[src/rtl/arp_pkg.sv]
package arp_pkg;

    typedef struct packed {
        logic serial;
        logic byte_wide;
        logic byte_swap;
        logic straight;
        logic ext_clk;
        logic rd_during;
        logic sync_inv;
        logic sclk_inv;
    } port_cfg_t;

    typedef enum logic {
        SH_IDLE = 1'b0,
        SH_RUN  = 1'b1
    } shift_state_t;

    function automatic logic is_master(input port_cfg_t c);
        return c.serial && !c.ext_clk;
    endfunction

    function automatic logic div_allowed(input port_cfg_t c);
        return is_master(c) && !c.rd_during;
    endfunction

    function automatic logic par_read(input port_cfg_t c, input logic cs_n, input logic rd_n);
        return !c.serial && !cs_n && !rd_n;
    endfunction

endpackage

[src/rtl/arp_coder.sv]
module arp_coder #(
    parameter int DATA_W = 16
) (
    input  logic [DATA_W-1:0] raw,
    input  logic              straight,
    output logic [DATA_W-1:0] coded
);
    generate
        for (genvar i = 0; i < DATA_W; i++) begin : g_bit
            if (i == DATA_W - 1) begin : g_msb
                assign coded[i] = raw[i] ^ ~straight;
            end else begin : g_pass
                assign coded[i] = raw[i];
            end
        end
    endgenerate
endmodule

[src/rtl/arp_par_unit.sv]
module arp_par_unit
    import arp_pkg::*;
#(
    parameter int DATA_W = 16
) (
    input  logic              clk,
    input  logic              rst,
    input  port_cfg_t         cfg,
    input  logic [DATA_W-1:0] word,
    input  logic              new_result,
    input  logic              cs_n,
    input  logic              rd_n,
    output logic [DATA_W-1:0] bus_out,
    output logic [DATA_W-1:0] bus_oe
);
    localparam int HALF = DATA_W / 2;

    logic            rd_q;
    logic            second_sel;
    logic [HALF-1:0] hi_b, lo_b, first_b, other_b;
    logic            drive;

    assign hi_b    = word[DATA_W-1:HALF];
    assign lo_b    = word[HALF-1:0];
    assign first_b = cfg.byte_swap ? lo_b : hi_b;
    assign other_b = cfg.byte_swap ? hi_b : lo_b;
    assign drive   = par_read(cfg, cs_n, rd_n);

    always_ff @(posedge clk) begin
        if (rst) begin
            rd_q       <= 1'b1;
            second_sel <= 1'b0;
        end else begin
            rd_q <= rd_n;
            if (new_result) begin
                second_sel <= 1'b0;
            end else if (cfg.byte_wide && !cfg.serial && !cs_n && rd_n && !rd_q) begin
                second_sel <= ~second_sel;
            end
        end
    end

    always_comb begin
        if (cfg.byte_wide) begin
            bus_out = {(second_sel ? other_b : first_b), {HALF{1'b0}}};
        end else if (cfg.byte_swap) begin
            bus_out = {lo_b, hi_b};
        end else begin
            bus_out = {hi_b, lo_b};
        end
        bus_oe = {DATA_W{drive}};
    end
endmodule

[src/rtl/arp_ser_clk.sv]
module arp_ser_clk
    import arp_pkg::*;
#(
    parameter int DIV_W       = 2,
    parameter int SYNC_STAGES = 2
) (
    input  logic             clk,
    input  logic             rst,
    input  port_cfg_t        cfg,
    input  logic [DIV_W-1:0] div_pins,
    input  logic             sclk_in,
    input  logic             run,
    input  logic             start,
    output logic             tick,
    output logic             sclk_int
);
    localparam int HC_W = (1 << DIV_W) + 1;

    logic [DIV_W-1:0]       div_eff;
    logic [HC_W-1:0]        half_len;
    logic [HC_W-1:0]        hc;
    logic                   sclk_q;
    logic [SYNC_STAGES-1:0] sync_q;
    logic                   eff, eff_q;
    logic                   master, half_done;

    assign master    = is_master(cfg);
    assign div_eff   = div_allowed(cfg) ? div_pins : '0;
    assign half_len  = HC_W'(1) << div_eff;
    assign half_done = (hc == half_len - HC_W'(1));
    assign eff       = sync_q[SYNC_STAGES-1] ^ cfg.sclk_inv;
    assign sclk_int  = sclk_q;

    always_ff @(posedge clk) begin
        if (rst) begin
            sync_q <= '0;
            eff_q  <= 1'b0;
        end else begin
            sync_q <= {sync_q[SYNC_STAGES-2:0], sclk_in};
            eff_q  <= eff;
        end
    end

    always_ff @(posedge clk) begin
        if (rst || !master || !run || start) begin
            hc     <= '0;
            sclk_q <= 1'b0;
        end else if (half_done) begin
            hc     <= '0;
            sclk_q <= ~sclk_q;
        end else begin
            hc <= hc + HC_W'(1);
        end
    end

    always_comb begin
        if (!run || start) begin
            tick = 1'b0;
        end else if (master) begin
            tick = half_done && sclk_q;
        end else begin
            tick = eff_q && !eff;
        end
    end
endmodule

[src/rtl/arp_ser_shift.sv]
module arp_ser_shift
    import arp_pkg::*;
#(
    parameter int DATA_W = 16
) (
    input  logic              clk,
    input  logic              rst,
    input  logic              start,
    input  logic [DATA_W-1:0] load,
    input  logic              tick,
    output logic              run,
    output logic              msb
);
    localparam int CNT_W = $clog2(DATA_W + 1);

    shift_state_t      state;
    logic [DATA_W-1:0] sh;
    logic [CNT_W-1:0]  left;

    always_ff @(posedge clk) begin
        if (rst) begin
            state <= SH_IDLE;
            sh    <= '0;
            left  <= '0;
        end else if (start) begin
            state <= SH_RUN;
            sh    <= load;
            left  <= CNT_W'(DATA_W);
        end else if (tick && state == SH_RUN) begin
            sh   <= {sh[DATA_W-2:0], 1'b0};
            left <= left - CNT_W'(1);
            if (left == CNT_W'(1)) begin
                state <= SH_IDLE;
            end
        end
    end

    assign run = (state == SH_RUN);
    assign msb = sh[DATA_W-1];
endmodule

[src/rtl/adc_result_port.sv]
module adc_result_port
    import arp_pkg::*;
#(
    parameter int DATA_W      = 16,
    parameter int DIV_W       = 2,
    parameter int SYNC_STAGES = 2
) (
    input  logic              clk,
    input  logic              rst,
    input  logic [DATA_W-1:0] res_data,
    input  logic              res_valid,
    input  logic              cs_n,
    input  logic              rd_n,
    input  logic              sel_serial,
    input  logic              byte_wide,
    input  logic              byte_swap,
    input  logic              straight_bin,
    input  logic              clk_src_ext,
    input  logic              rd_during_conv,
    input  logic              sync_inv,
    input  logic              sclk_inv,
    input  logic [DIV_W-1:0]  bus_div_in,
    input  logic              sclk_in,
    output logic [DATA_W-1:0] bus_out,
    output logic [DATA_W-1:0] bus_oe,
    output logic              sclk_out,
    output logic              sclk_oe,
    output logic              sdout,
    output logic              sync_out
);
    port_cfg_t         cfg;
    logic [DATA_W-1:0] held, held_coded, load_coded;
    logic              start, tick, run, msb, sclk_int;

    assign cfg = '{serial:    sel_serial,
                   byte_wide: byte_wide,
                   byte_swap: byte_swap,
                   straight:  straight_bin,
                   ext_clk:   clk_src_ext,
                   rd_during: rd_during_conv,
                   sync_inv:  sync_inv,
                   sclk_inv:  sclk_inv};

    assign start = res_valid && cfg.serial;

    always_ff @(posedge clk) begin
        if (rst) begin
            held <= '0;
        end else if (res_valid) begin
            held <= res_data;
        end
    end

    arp_coder #(.DATA_W(DATA_W)) u_code_par (
        .raw(held), .straight(cfg.straight), .coded(held_coded)
    );

    arp_coder #(.DATA_W(DATA_W)) u_code_ser (
        .raw(res_data), .straight(cfg.straight), .coded(load_coded)
    );

    arp_par_unit #(.DATA_W(DATA_W)) u_par (
        .clk(clk), .rst(rst), .cfg(cfg), .word(held_coded),
        .new_result(res_valid), .cs_n(cs_n), .rd_n(rd_n),
        .bus_out(bus_out), .bus_oe(bus_oe)
    );

    arp_ser_clk #(.DIV_W(DIV_W), .SYNC_STAGES(SYNC_STAGES)) u_sclk (
        .clk(clk), .rst(rst), .cfg(cfg), .div_pins(bus_div_in),
        .sclk_in(sclk_in), .run(run), .start(start),
        .tick(tick), .sclk_int(sclk_int)
    );

    arp_ser_shift #(.DATA_W(DATA_W)) u_shift (
        .clk(clk), .rst(rst), .start(start), .load(load_coded),
        .tick(tick), .run(run), .msb(msb)
    );

    assign sclk_oe  = is_master(cfg);
    assign sclk_out = sclk_oe & (sclk_int ^ cfg.sclk_inv);
    assign sdout    = run & msb;
    assign sync_out = cfg.serial & (run ^ cfg.sync_inv);
endmodule

[config.mk]
export PLATFORM = sky130hd
export DESIGN_NAME = adc_result_port
export DESIGN_NICKNAME = d
export VERILOG_FILES = /design/src/rtl/arp_pkg.sv /design/src/rtl/arp_coder.sv /design/src/rtl/arp_par_unit.sv /design/src/rtl/arp_ser_clk.sv /design/src/rtl/arp_ser_shift.sv /design/src/rtl/adc_result_port.sv
export SDC_FILE = /design/constraint.sdc
export NUM_CORES = 1
export LEC_CHECK = 0
export BUFFER_PORTS_ARGS = -buffer_cell sky130_fd_sc_hd__buf_2
export CAP_MARGIN = 25
export CORE_MARGIN = 5
export CORE_UTILIZATION = 25
export DETAILED_ROUTE_END_ITERATION = 10
export PLACE_DENSITY = 0.54
export REMOVE_ABC_BUFFERS = 1
export SLEW_MARGIN = 40
export SYNTH_ARGS = -nofsm -noshare
export SYNTH_HDL_FRONTEND = slang
export SYNTH_SLANG_ARGS = --single-unit
[constraint.sdc]
create_clock -name clk -period 4.4 [get_ports clk]
set_input_delay 0.88 -clock clk [delete_from_list [all_inputs] [get_ports clk]]
set_output_delay 0.88 -clock clk [all_outputs]
set_load 0.01 [all_outputs]
Word level (Yosys, flattened, before mapping)
Index checks and enable logic that the tools add are counted. W data, S select, Z words.

Bits in latches: 0. Output and inout bits: 36. Memories kept: 0. Bits in read-only memories: 0. Word-level logic and storage cells: 74. Register bits after elaboration: 49. Bits in writable memories: 0.

Mux-type cells: 15. Multipliers: 0. Reduce and logical (&&, ||, !) cells: 31. Bitwise gates (word level): 11. Magnitude comparators: 0. Divide/modulo/power cells: 0. Add/subtract/negate cells: 3. Equality and inequality tests: 2. Shift-type cells: 1.

Operator list (number): $mux W16 (4); $mux W8 (3); $logic_and A1 B1 Y1 (12); $mux W5 (2); $sub A5 B1 Y5 const B (2); $logic_not A1 Y1 (9); $reduce_or A2 Y1 (3); $add A5 B1 Y5 const B (1); $eq A5 B1 Y1 const B (1); $eq A5 B5 Y1 (1); $mux W1 (5); $shl A1 B2 Y5 const A (1); $xor A1 B1 Y1 (5); $logic_or A1 B1 Y1 (4); $reduce_bool A2 Y1 (2); $and A1 B1 Y1 (3); $not A1 Y1 (3); $mux W2 (1); $reduce_and A2 Y1 (1).

Depth between registers and ports, before layout
Word-level depth: 13. Depth in mapped cells: 10.

Cells and area by module
From an unflattened synthesis, not the netlist that was laid out.

Cells, all modules: 312. Area, all modules: 2826.5 um^2.

By module, submodules not included: arp_ser_shift (cells each 119, instances 1, seq. area each 440.4 um^2, area each 1048.5 um^2); adc_result_port (cells each 59, instances 1, seq. area each 320.3 um^2, area each 631.9 um^2); arp_par_unit (cells each 54, instances 1, seq. area each 40.0 um^2, area each 466.7 um^2); arp_ser_clk (cells each 48, instances 1, seq. area each 180.2 um^2, area each 436.7 um^2); arp_coder (cells each 16, instances 2, seq. area each 0.0 um^2, area each 121.4 um^2).

Worst setup path after synthesis
Ideal clock, no wire load.

Kind: input -> output. Start: in byte_wide. End: out bus_out[10]. Data arrival time: 2.109 ns. Setup slack: 1.411 ns. Path buffers: 1. Stages: 4. Cell sequence: clkbuf_1 > nand2_1 > xor2_1 > mux2_2.

Cells in the longest elaborated chain, start to end: 1.

RTL lines: start: declaration (RTL line adc_result_port.sv:15) `input logic byte_wide,`; $mux W16 (RTL line arp_par_unit.sv:44) `if (cfg.byte_wide) begin`; end: declaration (RTL line adc_result_port.sv:24) `output logic [DATA_W-1:0] bus_out,`.

No other way between the ends.

Final worst setup path
Start: in byte_wide. End: out bus_out[9].

Same word-level chain as after synthesis.

==> impl_results.md <==
- Antenna Nets Post-Route: 0
- Cell Chain, Critical Path: buf_2 > nand2_1 > xor2_1 > buf_4 > mux2_2 > buf_2
- CTS max path bufs: 2
- CP required: about 3.5 ns
- Slew HR: around half
- Die area: 0.0125 mm2
- Initial DRC Count: 59
- Cts repair resizes: 0
- Kind of critical path: input pin to primary output
- Area delta synth->final: 17.8%
- Final Power: ~970 uW
- Static leakage: between 0.001 and 0.0015 uW
- I/O Pins: roughly 70
- Reg2reg setup slack: 2.19 ns
- RSZ-0062 raised after global routing: false
- Arrival @ worst endpoint: 2.26 ns
- Minimum hold slack: 0.460 ns
- GP Congestion: between 0.7 and 0.8
- CP bufs+invs: 3
- Max frequency: 319 MHz
- Post-CTS Repair Setup Buffers: 0
- Top_reg_cell synth: dfxtp_1
- Setup violators final: 0
- CTS root buf: clkbuf_8
- Combined area of the multi-input logic cells: around 0.0014 mm2
- Rows: 37
- Cell taking the most area after synthesis: dfxtp_1
- Clk_skew: between 0.005 and 0.006 ns
- Final wirelength: 6690 um
- VDD IR max: ~0.00019 V
- Hold depth: 1
- Final Util: 29.9%
- EDFF count, synth: 0
- Startpoint type of the worst setup path: input pin
- Largest net degree at the start of global routing: 45
- Fill cells: between 1000 and 1500
- Core area: approximately 0.010 mm2
- Skew-Pair Late Insertion Delay: ~0.30 ns
- RR Startpoint: u_sclk.hc[0]$_SDFF_PP0_
- Crit path top cell by count: buf_2
- Cell family with the largest share of critical-path delay: buffers and inverters
- CTS Hold Bufs: 0
- Initial antenna violation count: 0
- DP HPWL: about 4800 um
- Yosys top cell area share: a little under two fifths
- Die Ht: about 110 um
- Vias per cell: 4.52
- First-pass GRT wire length: approximately 10000 um
- Total Nets Final: 361
- Synth unique cells: 45
- Final Hold Fails: 0
- Drt wl/cell: about 14 um
- Post-Synthesis Cells: between 200 and 300
- CTS tree: built
- Total GRT Usage: roughly a tenth
- Power per Cell Area: about 320 mW/mm2
- Hold Path Class: flip-flop to flip-flop
- Post-Syn Area: 0.00259 mm2
- Worst Hold End: u_sclk.sync_q[1]$_SDFF_PP0_
- Fin. max-slew vios: 0
- Endpoint class of the critical path: primary output
- Worst Max-Slew Pin Slew: approximately 0.73 ns
- Initial Utilization: about a quarter
- Worst R2R End: u_shift.sh[2]$_SDFFE_PP0P_
- Post-synthesis sequential area ratio: a little under two fifths
- Status: completed
- Max-Cap Viols: 0
- Residual DRC: 0
- Dominant cells by area after synthesis: dfxtp_1, mux2i_1, nor2_1
- Hold Startpoint: u_sclk.sync_q[0]$_SDFF_PP0_
- Register area: around 1000 um2
- GRT Residual Overflow: 0
- Ant. Diodes: 0
- Commonest cells in the netlist: nor2_1, dfxtp_1, mux2i_1, buf_4, o21bai_1
- Final Critical Period: around 3.1 ns
- First-pass detailed-route iteration total: 4
- Htree depth: 2
- Die Span X: approximately 110 um
- Yosys reg bits: around 50
- Final critical-path share of the clock period: ~71%
- Inserted Clock Buffers: 5
- Vias in the first global route: approximately 2000
- Syn avg cell area: between 9 and 10 um2
- Most frequent cell after synthesis: nor2_1
- YS warnings: 0
- Register-to-Register Path Depth: 5
- Port Buf Inserts: 67
- Slowest cell on the critical path: mux2_2
- Max FO, Critical Path: 10
- Num Clock Sinks: 49
- Share of cells above drive strength 1: 32.4%
- Synth async-reset ratio: 0%
- Worst-path clk slew: around 0.10 ns
- Total number of vias: between 2000 and 2500
- CP peak stage delay: around 0.34 ns
[final cells by class]
| type | instances | share of cell area [%] |
|---|---|---|
| Multi-Input combinational cell | 191 | 45.1 |
| Sequential cell | 49 | 32.2 |
| Timing Repair Buffer | 73 | 12.6 |
| Tap cell | 136 | 5.59 |
| Clock buffer | 5 | 2.26 |
| Clock inverter | 3 | 1.52 |
| Inverter | 6 | 0.740 |
[metal layers]
| layer | vias to the layer above | GRT usage [%] | part of all wire (%) |
|---|---|---|---|
| li1 | 1049 | - | - |
| met1 | 979 | 13.9 | 50 |
| met2 | 61 | 16.9 | 44 |
| met3 | 4 | 2.99 | 5.5 |
| met4 | 0 | 1.70 | 0.45 |
| met5 | - | 0 | 0 |
[cells in the final DEF (no fill, tap or decap), types with 3 or more instances in the layout]
cell / netlist / routed
clkbuf_8: 0 / 5
and2_1: 3 / 3
xor2_1: 5 / 5
mux2_2: 8 / 8
xnor2_1: 8 / 8
a21oi_1: 4 / 4
nor2_1: 57 / 57
nand2_1: 8 / 8
or3_1: 5 / 5
a221oi_2: 10 / 10
nand3_1: 4 / 4
nor3_1: 8 / 7
inv_1: 5 / 5
ha_1: 3 / 3
mux2i_1: 27 / 27
o21bai_1: 11 / 11
o21ai_0: 4 / 4
buf_4: 16 / 7
buf_2: 3 / 66
dfxtp_1: 49 / 49
[cell families (layout without fill, tap and decap cells)]
family | Yosys count | in the layout | synth area share [%]
muxes | 36 | 36 | 14.4
DFF | 49 | 49 | 37.9
xor gates and xnor gates | 13 | 13 | 4.40
buffers and inverters | 39 | 87 | 9.14
and+or+nand+nor | 96 | 96 | 16.6
AOI/OAI and AO/OA | 43 | 43 | 16.1
adders and majority gates | 3 | 3 | 1.45
[power breakdown]
part / internal (uW) / leakage (uW) / switching [uW] / total [uW]
sequential: 466 / 0.000402 / 12.3 / 479
clock: 170 / 0.0000543 / 162 / 332
combinational: 72.7 / 0.000861 / 91.4 / 164
[how the worst max path moves through the flow]
stage                          start                    endpoint  depth (start not counted)
after floorplan           sel_serial                   bus_oe[0]                          1
after detailed placement  sel_serial  u_shift.sh[2]$_SDFFE_PP0P_                          7
after CTS                  byte_wide                  bus_out[9]                          6
after global placement    sel_serial  u_shift.sh[1]$_SDFFE_PP0P_                          7
after global routing       byte_wide                  bus_out[9]                          6
final                      byte_wide                  bus_out[9]                          6
[sequential cells by signal, indices dropped and copies added, names as in the netlist]
register          count
held                 16
u_par.rd_q            1
u_par.second_sel      1
u_sclk.eff_q          1
u_sclk.hc             5
u_sclk.sclk_int       1
u_sclk.sync_q         2
u_shift.left          5
u_shift.run           1
u_shift.sh           16
[worst reg2reg max path, cell delays in order (launching register included)]
cell and delay (ns):
dfxtp_1 0.36, or4_1 0.52, o2111a_2 0.21, o21ai_4 0.14
nand2_1 0.43, a221oi_1 0.45
[stage by stage]
stage | setup WS, ns | cell area [um2] | setup TNS, ns | std cells
after floorplan | -0.660 | 2370 | -10.56 | 246
after detailed placement | 1.14 | 2930 | 0 | 455
after CTS | 1.20 | 3050 | 0 | 463
after global routing | 1.15 | 3050 | 0 | 463
final | 1.26 | 3050 | 0 | 463
after global placement | 1.19 | 2920 | 0 | 455
Note: power is estimated with default switching activity, not from simulation.
